[config.mk]
export PLATFORM = sky130hd
export DESIGN_NAME = cpu_irq_frontend
export DESIGN_NICKNAME = d
export VERILOG_FILES = /design/src/rtl/cpu_irq_frontend.sv
export SDC_FILE = /design/constraint.sdc
export NUM_CORES = 1
export LEC_CHECK = 0
export ABC_AREA = 1
export BUFFER_PORTS_ARGS = -buffer_cell sky130_fd_sc_hd__buf_2
export CORE_UTILIZATION = 43
export CTS_BUF_LIST = sky130_fd_sc_hd__clkbuf_4
export CTS_CLUSTER_SIZE = 8
export DETAILED_ROUTE_END_ITERATION = 8
export GPL_ROUTABILITY_DRIVEN = 0
export PLACE_DENSITY = 0.74
export SYNTH_ARGS = -nofsm -noshare
export SYNTH_HDL_FRONTEND = slang
export SYNTH_SLANG_ARGS = --single-unit
[constraint.sdc]
create_clock -name clk -period 2.2 [get_ports clk]
set_input_delay 0.44 -clock clk [delete_from_list [all_inputs] [get_ports clk]]
set_output_delay 0.44 -clock clk [all_outputs]
set_load 0.005 [all_outputs]
[src/rtl/cpu_irq_frontend.sv]
module cpu_irq_frontend (
  input  logic       clk,
  input  logic       rst_n,
  input  logic       sel_n,
  input  logic       rd_wr,
  input  logic [3:0] reg_addr,
  input  logic [7:0] wdata,
  output logic [7:0] rdata,
  output logic       rdata_oe,
  output logic       dtack_n,
  input  logic       irq_ack_n,
  input  logic [7:0] irq_src,
  output logic       irq_n,
  output logic [7:0] out_pins
);
  localparam logic [3:0] A_MODE = 4'd0, A_STAT = 4'd1, A_MASK = 4'd2, A_VEC = 4'd3,
                         A_PORT = 4'd4, A_PSET = 4'd5, A_PCLR = 4'd6;
  localparam logic [7:0] VEC_RST = 8'h0F;

  typedef enum logic [1:0] {C_IDLE, C_RD, C_WR, C_IACK} cyc_t;
  cyc_t cyc;

  logic [7:0] mode1, mode2, stat_q, mask_q, vec_q, port_q, rdata_q;
  logic       ptr2, pending, start_reg, start_iack;
  logic [7:0] rd_mux;

  assign pending    = |(stat_q & mask_q);
  assign irq_n      = ~pending;
  assign out_pins   = ~port_q;
  assign dtack_n    = (cyc == C_IDLE);
  assign rdata      = rdata_q;
  assign rdata_oe   = (!sel_n && cyc == C_RD) || (!irq_ack_n && cyc == C_IACK);
  assign start_reg  = (cyc == C_IDLE) && !sel_n;
  assign start_iack = (cyc == C_IDLE) && sel_n && !irq_ack_n && pending;

  always_comb begin
    case (reg_addr)
      A_MODE:  rd_mux = ptr2 ? mode2 : mode1;
      A_STAT:  rd_mux = stat_q;
      A_MASK:  rd_mux = mask_q;
      A_VEC:   rd_mux = vec_q;
      A_PORT:  rd_mux = port_q;
      default: rd_mux = 8'h00;
    endcase
  end

  always_ff @(posedge clk or negedge rst_n) begin
    if (!rst_n) stat_q <= 8'h00;
    else        stat_q <= irq_src;
  end

  always_ff @(posedge clk or negedge rst_n) begin
    if (!rst_n) begin
      cyc     <= C_IDLE;
      rdata_q <= 8'h00;
    end else begin
      case (cyc)
        C_IDLE: begin
          if (start_reg) begin
            cyc     <= rd_wr ? C_RD : C_WR;
            rdata_q <= rd_wr ? rd_mux : 8'h00;
          end else if (start_iack) begin
            cyc     <= C_IACK;
            rdata_q <= vec_q;
          end
        end
        C_RD, C_WR: if (sel_n) cyc <= C_IDLE;
        default:    if (irq_ack_n) cyc <= C_IDLE;
      endcase
    end
  end

  always_ff @(posedge clk or negedge rst_n) begin
    if (!rst_n) begin
      mode1  <= 8'h00;
      mode2  <= 8'h00;
      ptr2   <= 1'b0;
      mask_q <= 8'h00;
      vec_q  <= VEC_RST;
      port_q <= 8'h00;
    end else if (start_reg) begin
      if (reg_addr == A_MODE) begin
        ptr2 <= 1'b1;
        if (!rd_wr) begin
          if (ptr2) mode2 <= wdata;
          else      mode1 <= wdata;
        end
      end
      if (!rd_wr) begin
        case (reg_addr)
          A_STAT:  if (wdata[0]) ptr2 <= 1'b0;
          A_MASK:  mask_q <= wdata;
          A_VEC:   vec_q  <= wdata;
          A_PSET:  port_q <= port_q | wdata;
          A_PCLR:  port_q <= port_q & ~wdata;
          default: ;
        endcase
      end
    end
  end

  assert_ack_release_R2: assert property (@(posedge clk) disable iff (!rst_n)
    (sel_n && irq_ack_n) |=> dtack_n);
  assert_oe_needs_ack_R3: assert property (@(posedge clk) disable iff (!rst_n)
    rdata_oe |-> !dtack_n);
  assert_port_set_R5: assert property (@(posedge clk) disable iff (!rst_n)
    (!sel_n && !rd_wr && reg_addr == A_PSET && dtack_n) |=>
      (((~out_pins) & $past(wdata)) == $past(wdata)));
  assert_port_clr_R5: assert property (@(posedge clk) disable iff (!rst_n)
    (!sel_n && !rd_wr && reg_addr == A_PCLR && dtack_n) |=>
      ((out_pins & $past(wdata)) == $past(wdata)));
  assert_mask_off_R7: assert property (@(posedge clk) disable iff (!rst_n)
    (mask_q == 8'h00) |-> irq_n);
  assert_no_idle_iack_R9: assert property (@(posedge clk) disable iff (!rst_n)
    (!irq_ack_n && sel_n && irq_n && dtack_n) |=> dtack_n);
endmodule

==> results.cfg <==
[drt]
detail_route.wl_per_cell_microns = 13.1
dr.first_iter.drc_count = 170
vias_per_cell = 5.02
drc_errors = 0
wl_microns = 6820
num_vias = 2604
antenna_left = 0
detail_route.first_pass.iterations = 5

[global_routing]
grt_start_max_net_pins = 37
grt_first_pass_wirelength_microns = 11600
grt_overflow_total = 0
grt_use_total = 0.202
grt_pass1_vias = 2521
antenna_found_initial = 0

[setup_path]
setup.worst_path.class = reg -> out
worstPathArrival_ns = 1.42
worst_r2r_path_depth = 9
setup_slack_on_the_worst_flop_to_flop_path_ns = 0.39
crit_path_start = mask_q[7]
crit_path_max_fanout = 3
r2r_end = mode1[2]
critical_path.reg2reg.startpoint = cyc[1]
end_kind = primary output
critical_path.endpoint = irq_n
critical_path.startpoint_type = register
required_ns = 1.76

[clock_tree]
cts.repair_timing.setup_buffer_count = 0
cts_sinks = 59
cts_tree = yes
clk_pin_slew_ns = 0.10
hold_buffers_post_cts = 0
clock_tree.root_cell = clkbuf_4
htree_levels = 3
clock_latency_ns = 0.41
tritoncts.num_buffers = 9
cts_resized = 0
cts_buffer_depth = 2

[synthesis]
synth_commonest_cells = 125 x nand2_1, 55 x dfrtp_1, 35 x nand3_1
area_fraction_in_compound_gates_after_synthesis = 0.121
post-synth-top-area-cell = dfrtp_1
synth-edff-count = 0
yosysSeqAreaShare = 0.489
syn-num-nets = 399
ys_seq_elements = 59
synth_simple_gate_area_share = 0.311
share_of_synthesized_cell_area_in_full_adder_half_adder_and_majority_cells = 0.0124
synthesis.area_per_instance_sq_um = 8.17
async_flop_share = 1.00
synth_xor_area_frac = 0
synth.top_cell.area_share = 0.454
netlist_area_pre_place_sq_um = 3030
synthesis.instances = 371
yosysUniqueCellTypes = 23
synth_ff_type = dfrtp_1
synth.area.mux_share = 0
synthesis.yosys.warnings = 0
synth_top_cells_by_area = dfrtp_1 45%, nand2_1 15%, nand3_1 5.8%
synth_top_family_by_area = simple AND/OR/NAND/NOR gates
synth.most_common_cell = nand2_1

[place]
portBuffers = 43
dpl.hpwl_microns = 5070

[sta]
max_slew_headroom = 0.617
achievable-frequency_mhz = 537
period_minus_slack_ns = 1.86
setup_failing_eps_final = 0
clock_skew_ns = 0.0135
final-max-slew-violation-count = 0
fin_crit_sh = 0.846
timing_worst_slew_pin_value_ns = 0.574
timing_hold_violations_final = 0
grt_setup_unrepaired = false
fin_setup_tns_ns = 0

[floorplanning]
core_area_sq_um = 6790
die_y_microns = 86.0
boundaryPins = 44
initial_utilization = 0.446
dieWidth_microns = 86.0
design.die.area_sq_um = 7390
placementRows = 30

[pwr]
p_per_area_nw_per_um2 = 994
worst_ir_drop_vdd_mv = 0.355
cell_leakage_power_nw = 1.75
report.power.total_mw = 3.40

[layout]
share_of_cells_above_drive_strength_1 = 0.234
num_antenna_cells = 0
utilization = 0.504
layout_overhead_on_the_synthesized_area_pct = 12.9
filler_cell_count = 686
nNetsFinal = 446

[outcome]
status = finished, final reports clean

[run]
maxCapViolations = 0

[hold_path]
hold_path.class = in -> async
==> logic make-up after synthesis <==
logic type | after synthesis
simple gates | 205
compound gates | 63
flops | 59
buf+inv | 41
fa+ha+maj | 3
==> layer usage <==
metal / wire length, microns / global-route usage / up-vias
met2: 3220 / 0.329 / 66
met1: 3160 / 0.265 / 1224
met4: 161 / 0.0939 / 0
met5: 0 / 0 / -
met3: 275 / 0.0327 / 14
li1: - / - / 1300
==> layout by cell type (no fill, tap or decap) <==
| cell type | synthesis | final |
|---|---|---|
| nand2_1 | 125 | 125 |
| dfrtp_1 | 55 | 55 |
| buf_2 | 4 | 43 |
| nand3_1 | 35 | 35 |
| nor2_1 | 27 | 27 |
| o21ai_1 | 24 | 24 |
| inv_1 | 22 | 22 |
| o21ai_0 | 17 | 17 |
| a21oi_1 | 12 | 12 |
| clkbuf_4 | 0 | 12 |
| inv_2 | 9 | 9 |
| o21ai_2 | 8 | 8 |
| nor2_4 | 5 | 5 |
| nand3_4 | 4 | 4 |
| dfstp_2 | 4 | 4 |
| nand2_2 | 3 | 3 |
| ha_1 | 3 | 3 |
| clkinv_2 | 0 | 3 |
| nor3_1 | 2 | 2 |
| nor2_2 | 2 | 2 |
| buf_4 | 0 | 2 |
| nor2_8 | 1 | 1 |
| o211ai_4 | 1 | 1 |
| nor3_2 | 1 | 1 |
| a41oi_1 | 1 | 1 |
| clkinv_1 | 0 | 1 |
| buf_12 | 0 | 1 |
==> per-stage QoR <==
step,hold WS [ns],std cells,worst slack [ns],area (sq um)
floorplan,0.144,371,0.557,3030
global placement,0.463,503,0.424,3310
detailed placement,0.466,503,0.379,3310
CTS,0.0127,519,0.323,3420
global route,0.0491,519,0.173,3420
finish,0.0134,519,0.339,3420
==> layout make-up <==
type / count / area, sq um / share of cell area
inverter: 31 / 116 / 0.0340
clock buffer: 12 / 90.1 / 0.0263
timing repair buffer: 46 / 250 / 0.0731
multi-input combinational: 271 / 1350 / 0.393
clock inverter: 4 / 18.8 / 0.00548
sequential: 59 / 1480 / 0.433
tap: 96 / 120 / 0.0351
==> how the worst min path moves through the flow <==
stage / startpoint / to / slack (ns)
floorplan: rst_n / async pin / 0.14
global placement: rst_n / mask_q[0] / 0.46
detailed placement: rst_n / mask_q[0] / 0.47
CTS: rst_n / mask_q[0] / 0.01
global route: rst_n / mask_q[0] / 0.05
finish: rst_n / mask_q[0] / 0.01
==> critical path, stage by stage, from the launching register on <==
cell and delay (ns):
dfrtp_1 0.41, nand2_1 0.07, nand2_1 0.06, nor2_1 0.17, nand2_1 0.13, inv_1 0.06, buf_2 0.10
==> report_power, final <==
group	leakage (nW)	total, mW	switching, mW	internal [mW]
clock network	0.0685	0.650	0.388	0.262
logic	0.948	1.07	0.637	0.435
registers	0.728	1.68	0.252	1.43
Note: power is estimated with default switching activity, not from simulation.
